**config.mk**
```make
export PLATFORM = sky130hd
export DESIGN_NAME = clkmux3_slice
export DESIGN_NICKNAME = d
export VERILOG_FILES = /design/src/rtl/clkmux3_pkg.sv /design/src/rtl/clkmux3_regs.sv /design/src/rtl/clkmux3_chan.sv /design/src/rtl/clkmux3_slice.sv
export SDC_FILE = /design/constraint.sdc
export NUM_CORES = 1
export LEC_CHECK = 0
export BUFFER_PORTS_ARGS = -buffer_cell sky130_fd_sc_hd__clkbuf_2
export CAP_MARGIN = 10
export CELL_PAD_IN_SITES_DETAIL_PLACEMENT = 1
export CELL_PAD_IN_SITES_GLOBAL_PLACEMENT = 2
export CORE_ASPECT_RATIO = 0.8
export CORE_MARGIN = 4
export CORE_UTILIZATION = 36
export DETAILED_ROUTE_END_ITERATION = 10
export PLACE_DENSITY = 0.89
export SLEW_MARGIN = 30
export SYNTH_ARGS = -nofsm -noshare
export SYNTH_HDL_FRONTEND = slang
export SYNTH_HIERARCHICAL = 1
export SYNTH_SLANG_ARGS = --single-unit
```
**constraint.sdc**
```tcl
create_clock -name clk -period 2.8 [get_ports clk]
set_clock_uncertainty 0.1 [all_clocks]
set_input_delay 0.28 -clock clk [delete_from_list [all_inputs] [get_ports clk]]
set_output_delay 0.28 -clock clk [all_outputs]
set_load 0.02 [all_outputs]
```
**src/rtl/clkmux3_pkg.sv**
```systemverilog
package clkmux3_pkg;
    localparam int NUM_IN   = 3;
    localparam int SEL_W    = 2;
    localparam int DIV_W    = 5;
    localparam int SEEN_MAX = 2;

    typedef logic [SEL_W-1:0] sel_t;
    typedef logic [DIV_W-1:0] ratio_t;

    localparam sel_t SEL_OFF = sel_t'(3);

    typedef struct packed {
        sel_t        sel;
        ratio_t      cnt;
        logic [1:0]  seen;
        logic        tick;
    } chan_state_t;
endpackage

```
**src/rtl/clkmux3_regs.sv**
```systemverilog
module clkmux3_regs
    import clkmux3_pkg::*;
#(
    parameter int               NUM_OUT     = 4,
    parameter int               ADDR_W      = 12,
    parameter int               SEL_LSB     = 28,
    parameter int               STAT_LSB    = 4,
    parameter logic [ADDR_W-1:0] SEL_LO_ADDR = 12'h010,
    parameter logic [ADDR_W-1:0] SEL_HI_ADDR = 12'h014,
    parameter logic [ADDR_W-1:0] STAT_BASE   = 12'h020,
    parameter logic [ADDR_W-1:0] DIV_BASE0   = 12'h100,
    parameter logic [ADDR_W-1:0] DIV_BASE1   = 12'h200,
    parameter logic [ADDR_W-1:0] DIV_BASE2   = 12'h300
) (
    input  logic                                    clk,
    input  logic                                    rst_n,
    input  logic                                    we,
    input  logic [ADDR_W-1:0]                       addr,
    input  logic [31:0]                             wdata,
    output logic [31:0]                             rdata,
    input  logic [NUM_OUT-1:0]                      run,
    output logic [NUM_OUT-1:0][SEL_W-1:0]           sel_o,
    output logic [NUM_IN-1:0][NUM_OUT-1:0][DIV_W-1:0] div_o
);
    localparam logic [ADDR_W-1:0] DIV_BASE [NUM_IN] = '{DIV_BASE0, DIV_BASE1, DIV_BASE2};

    typedef struct packed {
        logic [NUM_OUT-1:0][SEL_W-1:0]             sel;
        logic [NUM_IN-1:0][NUM_OUT-1:0][DIV_W-1:0] div;
    } regs_t;

    regs_t       st_d, st_q;
    logic [31:0] rdata_c;

    always_comb begin
        st_d    = st_q;
        rdata_c = '0;
        for (int o = 0; o < NUM_OUT; o++) begin
            int pos;
            int bitp;
            logic [ADDR_W-1:0] sel_addr;
            pos      = SEL_LSB + SEL_W * o;
            bitp     = pos % 32;
            sel_addr = (pos >= 32) ? SEL_HI_ADDR : SEL_LO_ADDR;
            if (we && addr == sel_addr) begin
                st_d.sel[o] = wdata[bitp +: SEL_W];
            end
            if (addr == sel_addr) begin
                rdata_c[bitp +: SEL_W] = st_q.sel[o];
            end
            for (int i = 0; i < NUM_IN; i++) begin
                if (addr == DIV_BASE[i] + ADDR_W'(4 * o)) begin
                    if (we) begin
                        st_d.div[i][o] = wdata[DIV_W-1:0];
                    end
                    rdata_c[DIV_W-1:0] = st_q.div[i][o];
                end
                if (addr == STAT_BASE + ADDR_W'(4 * i)) begin
                    rdata_c[STAT_LSB + o] = run[o] && (st_q.sel[o] == sel_t'(i));
                end
            end
        end
    end

    always_ff @(posedge clk) begin
        if (!rst_n) begin
            st_q.sel <= '1;
            st_q.div <= '0;
        end else begin
            st_q <= st_d;
        end
    end

    assign rdata = rdata_c;
    assign sel_o = st_q.sel;
    assign div_o = st_q.div;

    for (genvar gi = 0; gi < NUM_IN; gi++) begin : g_chk_in
        for (genvar go = 0; go < NUM_OUT; go++) begin : g_chk_out
            // a ratio write lands in the addressed field only
            a_r3_div_write: assert property (@(posedge clk) disable iff (!rst_n)
                (we && addr == DIV_BASE[gi] + ADDR_W'(4 * go))
                |=> (div_o[gi][go] == $past(wdata[DIV_W-1:0])));
        end
    end
endmodule

```
**src/rtl/clkmux3_chan.sv**
```systemverilog
module clkmux3_chan
    import clkmux3_pkg::*;
(
    input  logic                         clk,
    input  logic                         rst_n,
    input  sel_t                         sel,
    input  logic [NUM_IN-1:0][DIV_W-1:0] ratio,
    input  logic [NUM_IN-1:0]            ref_en,
    output logic                         tick,
    output logic                         run
);
    chan_state_t st_d, st_q;
    logic        en_sel;
    ratio_t      ratio_sel;

    always_comb begin
        case (sel)
            2'd0:    begin en_sel = ref_en[0]; ratio_sel = ratio[0]; end
            2'd1:    begin en_sel = ref_en[1]; ratio_sel = ratio[1]; end
            2'd2:    begin en_sel = ref_en[2]; ratio_sel = ratio[2]; end
            default: begin en_sel = 1'b0;      ratio_sel = '0;       end
        endcase
    end

    always_comb begin
        st_d      = st_q;
        st_d.tick = 1'b0;
        if (sel != st_q.sel) begin
            st_d.sel  = sel;
            st_d.cnt  = '0;
            st_d.seen = '0;
        end else if (sel != SEL_OFF && en_sel) begin
            if (st_q.cnt >= ratio_sel) begin
                st_d.cnt  = '0;
                st_d.tick = 1'b1;
                if (st_q.seen != 2'(SEEN_MAX)) begin
                    st_d.seen = st_q.seen + 2'd1;
                end
            end else begin
                st_d.cnt = st_q.cnt + ratio_t'(1);
            end
        end
    end

    always_ff @(posedge clk) begin
        if (!rst_n) begin
            st_q.sel  <= SEL_OFF;
            st_q.cnt  <= '0;
            st_q.seen <= '0;
            st_q.tick <= 1'b0;
        end else begin
            st_q <= st_d;
        end
    end

    assign tick = st_q.tick;
    assign run  = (st_q.seen == 2'(SEEN_MAX)) && (sel == st_q.sel) && (sel != SEL_OFF);

    // an off output produces no tick in the following cycle
    a_r6_off_silent: assert property (@(posedge clk) disable iff (!rst_n)
        (sel == SEL_OFF) |=> !tick);

    // a tick only follows an enable pulse of the selected input
    a_r5_tick_on_enable: assert property (@(posedge clk) disable iff (!rst_n)
        tick |-> $past(en_sel));

    // the running flag rises only together with a completed output period
    a_r8_run_after_ticks: assert property (@(posedge clk) disable iff (!rst_n)
        $rose(run) |-> tick);
endmodule

```
**src/rtl/clkmux3_slice.sv**
```systemverilog
module clkmux3_slice
    import clkmux3_pkg::*;
#(
    parameter int                NUM_OUT     = 4,
    parameter int                ADDR_W      = 12,
    parameter int                SEL_LSB     = 28,
    parameter int                STAT_LSB    = 4,
    parameter logic [ADDR_W-1:0] SEL_LO_ADDR = 12'h010,
    parameter logic [ADDR_W-1:0] SEL_HI_ADDR = 12'h014,
    parameter logic [ADDR_W-1:0] STAT_BASE   = 12'h020,
    parameter logic [ADDR_W-1:0] DIV_BASE0   = 12'h100,
    parameter logic [ADDR_W-1:0] DIV_BASE1   = 12'h200,
    parameter logic [ADDR_W-1:0] DIV_BASE2   = 12'h300
) (
    input  logic               clk,
    input  logic               rst_n,
    input  logic [2:0]         ref_en,
    input  logic               bus_we,
    input  logic [ADDR_W-1:0]  bus_addr,
    input  logic [31:0]        bus_wdata,
    output logic [31:0]        bus_rdata,
    output logic [NUM_OUT-1:0] out_tick
);
    logic [NUM_OUT-1:0]                        run;
    logic [NUM_OUT-1:0][SEL_W-1:0]             sel;
    logic [NUM_IN-1:0][NUM_OUT-1:0][DIV_W-1:0] div;

    clkmux3_regs #(
        .NUM_OUT(NUM_OUT), .ADDR_W(ADDR_W), .SEL_LSB(SEL_LSB), .STAT_LSB(STAT_LSB),
        .SEL_LO_ADDR(SEL_LO_ADDR), .SEL_HI_ADDR(SEL_HI_ADDR), .STAT_BASE(STAT_BASE),
        .DIV_BASE0(DIV_BASE0), .DIV_BASE1(DIV_BASE1), .DIV_BASE2(DIV_BASE2)
    ) u_regs (
        .clk   (clk),
        .rst_n (rst_n),
        .we    (bus_we),
        .addr  (bus_addr),
        .wdata (bus_wdata),
        .rdata (bus_rdata),
        .run   (run),
        .sel_o (sel),
        .div_o (div)
    );

    for (genvar go = 0; go < NUM_OUT; go++) begin : g_chan
        logic [NUM_IN-1:0][DIV_W-1:0] ratio_o;
        for (genvar gi = 0; gi < NUM_IN; gi++) begin : g_ratio
            assign ratio_o[gi] = div[gi][go];
        end
        clkmux3_chan u_chan (
            .clk    (clk),
            .rst_n  (rst_n),
            .sel    (sel[go]),
            .ratio  (ratio_o),
            .ref_en (ref_en),
            .tick   (out_tick[go]),
            .run    (run[go])
        );
    end
endmodule

```
* After elaboration in Yosys (flattened, before gate mapping)
Index checks and enable logic that the tools add are counted.
** Operators by class
- Mux-type cells :: 44
- $add $sub $neg :: 8
- Equality and inequality tests :: 45
- Reduce and logical (&&, ||, !) cells :: 54
- Magnitude comparators :: 4
- Bitwise gates (word level) :: 5
** Operators with widths (count)
- equality test 12 x 10 -> 1 bit, second input constant :: 8
- 2-to-1 mux 5 bit :: 16
- case mux 5 bit (3 select lines) :: 4
- equality test 12 x 9 -> 1 bit, second input constant :: 4
- equality test 12 x 6 -> 1 bit, second input constant :: 3
- logical AND 1 bit :: 26
- equality test 12 x 5 -> 1 bit, second input constant :: 2
- AND reduction 2 bit :: 12
- adder 5 x 1 -> 5 bit, second input constant :: 4
- greater-or-equal comparator 5 bit :: 4
- equality test 2 bit, second input constant :: 8
- 2-to-1 mux 1 bit :: 16
- inequality test 2 bit, second input constant :: 8
- case mux 1 bit (3 select lines) :: 4
- AND reduction 3 bit :: 4
- OR reduction 3 bit :: 4
- adder 2 x 1 -> 2 bit, second input constant :: 4
- equality test 2 x 1 -> 1 bit, second input constant :: 4
- equality test 2 bit :: 4
- zero test 2 bit :: 4
- 2-to-1 mux 2 bit :: 4
- inequality test 2 bit :: 4
- OR reduction 2 bit :: 4
- NOT 1 bit :: 5
** Storage, ports and cells
- Bits of input ports :: 50
- Bits in registers :: 108

* Depth between registers and ports, before layout
Gate-level depths: netlist of the first run.
- Word-level depth :: 20
- Gate-level depth with buffers :: 11
- Gate-level depth less buffers :: 9

* By module
The synthesis of the first run kept the hierarchy.
** By module, submodules not included
- clkmux3_regs :: times used 1, cells an instance 447, sequential area each 1361.3 sq um, area each 4072.7 sq um
- clkmux3_chan :: times used 4, cells an instance 82, sequential area each 200.2 sq um, area each 733.2 sq um

* Worst setup path after synthesis of the first run
No wires, ideal clock.
- Path type :: register to register
- Start point :: register, netlist name u_regs/sel_o[7]
- End point :: register g_chan[3].u_chan/st_q[1] (netlist name)
- Period minus slack after synthesis :: 2.367 ns
- Setup slack :: 0.433 ns
- Data arrival time :: 2.144 ns
- Cell stages (with the launch flop) :: 11
- Library setup time :: 0.123 ns
- Path buffers :: 2
- Data required time :: 2.577 ns
- Cells stage by stage :: dfxtp_1 -> buf_6 -> nor2b_1 -> buf_2 -> a21oi_1 -> ha_1 -> a21oi_1 -> o21ai_0 -> a31oi_1 -> nor3_2 -> mux2_1
** On the way
- Longest elaborated chain between the ends :: 4
- Elaborated cells between the ends (all ways) :: 11
- Those cells by class :: 1 x order compare; 4 x eq/ne; 2 x mux; 4 x reduce/logical
** Ends and longest elaborated chain
- equality test 2 bit (tied with other cells) :: line clkmux3_chan.sv:17 : case (sel)
- case mux 5 bit (3 select lines) / case mux 1 bit (3 select lines) (equally long branches) :: line clkmux3_chan.sv:17
- greater-or-equal comparator 5 bit / logical AND 1 bit (equally long branches) :: line clkmux3_chan.sv:33, clkmux3_chan.sv:32
- AND reduction 3 bit (no source line)
- to (signal assigned) :: line clkmux3_chan.sv:52 : st_q <= st_d;
- to (decl) :: line clkmux3_chan.sv:12 : chan_state_t st_d, st_q;
Parallel ways exist; a longest one is shown, timed or not.
A chain may end at the register's enable or synchronous reset.

* Final worst setup path of the first run
- Start point :: register g_chan[0].u_chan/st_q[9] (netlist name)
- End point :: output port bus_rdata[4]
** On the way
- Longest elaborated chain between the ends :: 18
- Elaborated cells between the ends (all ways) :: 20
- Those cells by class :: 1 x eq/ne; 14 x mux; 5 x reduce/logical
** Ends and longest elaborated chain
- from (decl) :: line clkmux3_chan.sv:12
- from (signal assigned) :: line clkmux3_chan.sv:52
- equality test 2 bit (*) :: line clkmux3_chan.sv:57 : assign run = (st_q.seen == 2'(SEEN_MAX)) && (sel == st_q.sel) && (sel != SEL_OFF);
- logical AND 1 bit (*) (2 in series) :: line clkmux3_chan.sv:57
- net run[0] :: line clkmux3_slice.sv:24 : logic [NUM_OUT-1:0] run;
- logical AND 1 bit :: line clkmux3_regs.sv:59 : rdata_c[STAT_LSB + o] = run[o] && (st_q.sel[o] == sel_t'(i));
- 2-to-1 mux 1 bit :: line clkmux3_regs.sv:58 : if (addr == STAT_BASE + ADDR_W'(4 * i)) begin
- 2-to-1 mux 5 bit :: line clkmux3_regs.sv:52 : if (addr == DIV_BASE[i] + ADDR_W'(4 * o)) begin
- 2-to-1 mux 1 bit :: line clkmux3_regs.sv:58
- 2-to-1 mux 5 bit :: line clkmux3_regs.sv:52
- 2-to-1 mux 1 bit (*) :: line clkmux3_regs.sv:58
- 2-to-1 mux 5 bit (*) (9 in series) :: line clkmux3_regs.sv:52
- to (decl) :: line clkmux3_slice.sv:21 : output logic [31:0] bus_rdata,
Mark *: on every way through the listed nets, which the timed path passes. The rest lies on a longest branch.

==> summary.md, run 1 <==
| Metric | Value |
|---|---|
| Status | `finished, violations left` |
| Failing checks | `setup timing` |
| Register area share after synthesis | `0.309` |
| H-tree depth | `3` |
| Area leader, netlist | `dfxtp_1` |
| Worst min path class | `input port to flip-flop` |
| Iteration-0 DRC Markers | `around 360` |
| Clk sink count | `108` |
| Layout cell share with drive strength beyond 1 | `0.199` |
| Most area-consuming cells after synthesis | `dfxtp_1, mux2i_1, nor2b_1, ha_1, a21oi_1` |
| Cell area power density | `384 mW/mm^2` |
| Starting utilization of the core area | `0.368` |
| CTS Buf Count | `9` |
| Max Slew Vio Count | `0` |
| Detailed-route via count | `between 5000 and 6000` |
| Die ar. | `0.0218 mm^2` |
| Maximum VDD drop | `0.258 mV` |
| WP data arrival | `between 2 and 2.5 ns` |
| FF-to-FF Start | `u_regs/sel_o[7]` |
| Element type at the critical path end | `output pin` |
| WS Path Type | `flip-flop to output pin` |
| Synth warnings | `6` |
| F_max | `351 MHz` |
| Skew-Pair Late Insertion Delay | `0.36 ns` |
| Global-route wire length before repair | `33000 um` |
| Clock Tree Buf Depth | `2` |
| Row cnt | `45` |
| Detail Route Antenna Nets | `0` |
| Number of port buffers | `42` |
| Post-synth EDFFs | `0` |
| Critical path peak fanout | `2` |
| CTS tree | `yes` |
| Residual DRC count | `0` |
| Synth unique cells | `70` |
| Post-Place Cells | `1080` |
| Netlist Area Pre-Place | `approximately 0.0070 mm^2` |
| Total GRT Usage | `0.193` |
| Final worst setup slack | `-0.0506 ns` |
| CTS clk-pin slew, worst paths | `0.07 ns` |
| Wire per inst | `19.1 um` |
| ANT cells | `0` |
| Initial antenna violation count | `0` |
| Post-Place Worst Slack | `slightly above 0.04 ns` |
| TNS Setup | `-0.0506 ns` |
| Die Y | `around 130 um` |
| Final setup violation count | `1` |
| Area share of the largest cell type after synthesis | `0.309` |
| Largest net degree at the start of global routing | `41` |
| Post-Synthesis Cells | `just under 800` |
| Worst R2R Path Depth | `9` |
| TritonRoute pass-1 iters | `4` |
| Total Routed Length | `21000 um` |
| Startpoint types | `flip-flop` |
| Req. time, crit path | `2.42 ns` |
| Hold Vio Cnt, Final | `0` |
| Vias in the first global route | `between 5000 and 6000` |
| Beginning of the critical path | `g_chan[0].u_chan/st_q[9]` |
| Nets | `about 910` |
| Die width | `164 um` |
| Final Non-Filler Cells | `1098` |
| DP Area | `0.00760 mm^2` |
| Worst Setup EP | `bus_rdata[4]` |
| Area of all placed cells without fillers | `between 0.007 and 0.008 mm^2` |
| I/O pin count | `86` |
| Core area | `0.0190 mm^2` |
| Synthesized area per cell | `9.04 um^2` |
| Post-CTS Hold Buffers | `0` |
| RePlAce Congestion | `0.955` |
| Leakage | `3.41 nW` |
| Main synth FF type | `dfxtp_1` |
| Worst reg2reg setup slack | `0.29 ns` |
| R2R Path End | `g_chan[3].u_chan/st_q[7]` |
| Maxcap violations | `0` |
| Total power draw | `3.06 mW` |
| Final period util | `1.02` |
| RSZ-0062 raised after global routing | `yes` |
| Gr ovfl total | `0` |
| #FFs+latches synth | `108` |
| Vias/cell | `5.33` |
| Synth async-reset ratio | `0` |
| Post-layout min period | `2.85 ns` |
| Area Overhead vs Synth | `13.6%` |
| Post-DP HPWL | `approximately 16000 um` |
| Clock Root Buffer | `clkbuf_16` |
[cell usage after synthesis, types with 10 or more instances]
cell and instances:
a21oi_1 55, buf_2 13, buf_4 28, clkbuf_1 13
dfxtp_1 108, ha_1 28, inv_1 13, mux2i_1 88
nand2_1 50, nand2b_1 11, nand3_1 35, nand4_1 10
nor2_1 50, nor2b_1 79, nor3_1 14, o21ai_0 19
[flip-flops by register name (all words and copies together), names as in the netlist]
signal / flops
u_regs/sel_o: 8
g_chan.u_chan/st_q: 36
g_chan.u_chan/tick: 4
u_regs/div_o: 60
[worst min path at each step]
| stage | from | to | slack (ns) | depth (start not counted) |
|---|---|---|---|---|
| floorplan | rst_n | g_chan[1].u_chan/st_q[8] | 0.25 | 1 |
| global placement | g_chan[1].u_chan/st_q[3] | g_chan[1].u_chan/st_q[3] | 0.38 | 2 |
| detailed placement | g_chan[0].u_chan/st_q[4] | g_chan[0].u_chan/st_q[4] | 0.39 | 2 |
| CTS | bus_wdata[30] | u_regs/sel_o[2] | 0.05 | 3 |
| global route | bus_wdata[31] | u_regs/sel_o[3] | 0.06 | 3 |
| finish | bus_wdata[31] | u_regs/sel_o[3] | 0.06 | 3 |
[worst max-delay path, stage by stage (launching register included)]
cell and delay (ns):
dfxtp_2 0.34, xnor2_2 0.16, nor3b_2 0.19, a31oi_1 0.06, nor2b_1 0.16, nand4_1 0.22, buf_4 0.22, o2bb2ai_2 0.11
a21oi_1 0.06, o221a_2 0.30, o22ai_4 0.13, buf_8 0.14
[cell families (layout without fill, tap and decap cells)]
group | count (synthesis) | in the layout | synth area share
and+or+nand+nor | 305 | 305 | 0.260
DFF | 108 | 108 | 0.309
AOI/OAI and AO/OA | 143 | 143 | 0.147
muxes | 98 | 98 | 0.148
xor gates and xnor gates | 17 | 17 | 0.0213
adders and majority gates | 28 | 28 | 0.0500
buffers and inverters | 75 | 121 | 0.0639
other | 1 | 20 | 0.000535
[stage by stage]
stage | hold slack [ns] | utilization
4_1_cts | 0.0479 | 0.417
3_3_place_gp | 0.384 | 0.399
6_report | 0.0583 | 0.418
5_1_grt | 0.0639 | 0.418
2_1_floorplan | 0.253 | -
3_5_place_dp | 0.394 | 0.399
[cells in the final DEF (no fill, tap or decap), drive strengths merged, types with 9 or more instances in the layout]
master	count
buf	51
nand3	44
o21ai	23
a21oi	55
conb	20
nor3	20
nor2	53
ha	28
clkbuf	54
dfxtp	108
nand2b	11
nor3b	9
nor2b	79
nand2	51
inv	13
nand4	10
xnor2	9
mux2i	92
[final cells by class]
cell class	instances	area (um^2)
clock inverter	3	20.0
timing repair buffer	92	624
inverter	13	48.8
sequential	108	2170
multi-input combinational	611	4500
clock buffer	13	270
tap	258	323
fill	2264	11100
[where the power goes]
part	internal (mW)	switching (mW)
clock network	0.676	0.584
logic	0.0828	0.178
registers	1.53	0.000154
total	2.29	0.762
[routing by layer]
layer | share of wire | track usage | wire, um | vias to the layer above
li1 | - | - | - | 2845
met1 | 0.48 | 0.269 | 10000 | 2872
met2 | 0.46 | 0.302 | 9550 | 112
met3 | 0.043 | 0.0367 | 906 | 21
met4 | 0.022 | 0.0647 | 454 | 0
met5 | 0 | 0 | 0 | -
[timing repair]
action / 4_1_cts / 5_1_grt
endpoints found under the setup margin: 1 / 6
setup buffers: 2 / 0
pin swaps: 5 / 4
resized for setup: 6 / 9
(Power assumes the default switching activity.)
==> inputs of run 2 (changes only) <==
--- a/config.mk
+++ b/config.mk
@@ -13,7 +13,7 @@
 export CORE_MARGIN = 4
 export CORE_UTILIZATION = 36
 export DETAILED_ROUTE_END_ITERATION = 10
-export PLACE_DENSITY = 0.89
+export PLACE_DENSITY_LB_ADDON = 0.1
 export SLEW_MARGIN = 30
 export SYNTH_ARGS = -nofsm -noshare
 export SYNTH_HDL_FRONTEND = slang
==> constraint.sdc (replaced) <==
create_clock -name clk -period 2.8 [get_ports clk]
set_clock_uncertainty 0.1 [all_clocks]
set_input_delay 0.42 -clock clk [delete_from_list [all_inputs] [get_ports clk]]
set_output_delay 0.42 -clock clk [all_outputs]
set_load 0.02 [all_outputs]
==> run 2 against run 1 <==
The run still ends with setup timing left. Routed wire length rose by 8.5%. Critical path depth is 1 lower. Sequential power about the same. Fmax down 1.9%. Core utilization up 1.7 points. Die area unchanged. Highest routed layer unchanged.
==> summary.md, run 2 (synthesized netlist as in run 1, its figures left out) <==
| Metric | Value |
|---|---|
| WS Path Type | `flip-flop to output pin (unchanged)` |
| Final Non-Filler Cells | `1126 (was 1098)` |
| Skew-Pair Late Insertion Delay | `0.36 ns (about the same)` |
| Area occupied by multi-input gates | `0.00459 mm^2 (was 0.00450 mm^2)` |
| Post-layout min period | `2.90 ns (was 2.85 ns)` |
| F_max | `344 MHz (was 351 MHz)` |
| Iteration-0 DRC Markers | `262 (was 363)` |
| Area Overhead vs Synth | `18.3% (was 13.6%)` |
| Worst R2R Path Depth | `10 (was 9)` |
| Element type at the critical path end | `output pin (unchanged)` |
| Wire per inst | `20.2 um (was 19.1 um)` |
| Leakage | `3.58 nW (was 3.41 nW)` |
| Largest net degree at the start of global routing | `45 (was 41)` |
| Vias/cell | `5.33 (about the same)` |
| Hold Vio Cnt, Final | `0 (unchanged)` |
| Detail Route Antenna Nets | `0 (unchanged)` |
| Largest register FFs | `60 (unchanged)` |
| Req. time, crit path | `2.28 ns (was 2.42 ns)` |
| Clock Tree Buf Depth | `2 (unchanged)` |
| RSZ-0062 raised after global routing | `yes (unchanged)` |
| Critical path depth | `10 (was 11)` |
| Min-Delay Path Depth | `3 (unchanged)` |
| WP data arrival | `2.38 ns (was 2.47 ns)` |
| Row cnt | `45 (unchanged)` |
| Cell at the slowest stage of the critical path | `dfxtp_4 (was dfxtp_2)` |
| Commonest cells after routing, fill and taps aside | `dfxtp_1, mux2i_1, nor2b_1 (unchanged)` |
| Maxcap violations | `0 (unchanged)` |
| Crit-path max cell delay | `0.37 ns (was 0.34 ns)` |
| Final worst setup slack | `-0.105 ns (was -0.0506 ns)` |
| Global-route wire length before repair | `35200 um (was 33000 um)` |
| Starting utilization of the core area | `0.368 (unchanged)` |
| CTS Buf Count | `9 (unchanged)` |
| Post-DP HPWL | `17600 um (was 15700 um)` |
| RePlAce Congestion | `0.948 (was 0.955)` |
| Worst Path Buf+Inv | `1 (was 2)` |
| Core area | `0.0190 mm^2 (unchanged)` |
| Nets | `941 (was 913)` |
| Max Slew Vio Count | `0 (unchanged)` |
| Detailed-route via count | `6006 (was 5850)` |
| Total of fill cells in the finished design | `2226 (was 2264)` |
| CTS clk-pin slew, worst paths | `0.08 ns (was 0.07 ns)` |
| Die ar. | `0.0218 mm^2 (unchanged)` |
| Residual DRC count | `0 (unchanged)` |
| Gr ovfl total | `0 (unchanged)` |
| Startpoint types | `flip-flop (unchanged)` |
| Worst reg2reg setup slack | `0.22 ns (was 0.29 ns)` |
| Vias in the first global route | `6115 (was 5923)` |
| Worst min path class | `input port to flip-flop (unchanged)` |
| Die width | `164 um (unchanged)` |
| Total Routed Length | `22700 um (was 21000 um)` |
| Total GRT Usage | `0.210 (was 0.193)` |
| FF+latch area | `0.00217 mm^2 (about the same)` |
| Final period util | `1.04 (was 1.02)` |
| Layout cell share with drive strength beyond 1 | `0.243 (was 0.199)` |
| TritonRoute pass-1 iters | `4 (unchanged)` |
| Critical path peak fanout | `2 (unchanged)` |
| Cell area power density | `379 mW/mm^2 (was 384 mW/mm^2)` |
| Commonest non-fill, non-tap cell in the layout | `dfxtp_1 (unchanged)` |
| Clock Root Buffer | `clkbuf_16 (unchanged)` |
| H-tree depth | `3 (unchanged)` |
| Clk sink count | `108 (unchanged)` |
| Status | `finished, violations left (unchanged)` |
| Maximum VDD drop | `0.231 mV (was 0.258 mV)` |
| Failing checks | `setup timing (unchanged)` |
| Final setup violation count | `1 (unchanged)` |
| Util after Layout | `0.435 (was 0.418)` |
| Crit path cell chain | `xnor2_2 > nor3b_2 > a31oi_1 > nor2b_1 > nand4_1 > o32ai_1 > a21oi_1 > o221a_2 > o22ai_2 > clkbuf_8 (was xnor2_2 > nor3b_2 > a31oi_1 > nor2b_1 > nand4_1 > buf_4 > o2bb2ai_2 > a21oi_1 > o221a_2 > o22ai_4 > buf_8)` |
| Initial antenna violation count | `0 (unchanged)` |
| Post-Place Cells | `1105 (was 1080)` |
| Number of port buffers | `42 (unchanged)` |
| Crit-path leading delay family | `compound AO/OA/AOI/OAI gates (unchanged)` |
| ANT cells | `0 (unchanged)` |
| Die Y | `133 um (unchanged)` |
| CTS tree | `yes (unchanged)` |
| I/O pin count | `86 (unchanged)` |
run 2: cell types whose count changed in the layout (fill, tap and decap cells not counted), sizes merged:
cell,delta
inv,+2
buf,+31
bufinv,+1
clkinvlp,-2
clkbuf,-6
clkinv,+2
run 2: path summary, 6_finish.rpt:
kind                                          startpoint                  endpoint
worst max register to register           u_regs/sel_o[5]  g_chan[2].u_chan/st_q[2]
worst min register to register  g_chan[2].u_chan/st_q[4]  g_chan[2].u_chan/st_q[4]
worst max-delay path                     u_regs/sel_o[1]              bus_rdata[4]
worst min-delay path                       bus_wdata[28]           u_regs/sel_o[0]
run 2: cell type report:
cell class / instances / area share
clock inverters: 6 / 0.00846
flip-flops and latches: 108 / 0.262
repair buffers: 120 / 0.104
well taps: 258 / 0.0390
multi-input cells: 611 / 0.554
clock buffers: 10 / 0.0276
inverters: 13 / 0.00589
run 2: where the power goes:
part,internal [mW],switching [mW],total (mW)
logic,0.0953,0.188,0.283
registers,1.53,0.000152,1.53
clock network,0.703,0.620,1.32
total,2.33,0.808,3.14
run 2: timing repair:
item                       in CTS  in global routing
setup endpoints to repair       5                  8
pin swaps                      10                 11
setup buffers                   3                  3
hold buffers                    0                  0
gates resized for setup        17                 29
run 2: through the flow:
| step | hold WS (ns) | power (mW) | TNS (ns) | setup WS [ns] | cell area [um^2] |
|---|---|---|---|---|---|
| 2_1_floorplan | 0.366 | 1.74 | 0 | 0.224 | 7080 |
| 3_3_place_gp | 0.382 | 1.84 | -0.237 | -0.0971 | 7770 |
| 3_5_place_dp | 0.392 | 1.84 | -0.338 | -0.126 | 7770 |
| 4_1_cts | 0.194 | 3.18 | -0.224 | -0.213 | 8160 |
| 5_1_grt | 0.234 | 3.26 | -0.243 | -0.219 | 8290 |
| 6_report | 0.203 | 3.14 | -0.105 | -0.105 | 8290 |
run 2: routing by layer:
metal | GRT usage | part of all wire
met4 | 0.0536 | 0.017
met5 | 0 | 0
met2 | 0.321 | 0.44
met1 | 0.307 | 0.50
met3 | 0.0355 | 0.051
run 2: worst register-to-register path: cells and delay by family (launching register included):
kind / cells / cell delay (ns)
fa+ha+maj: 1 / 0.30
simple gates: 1 / 0.04
buf+inv: 2 / 0.45
flops: 1 / 0.41
mux: 1 / 0.23
compound gates: 5 / 0.97
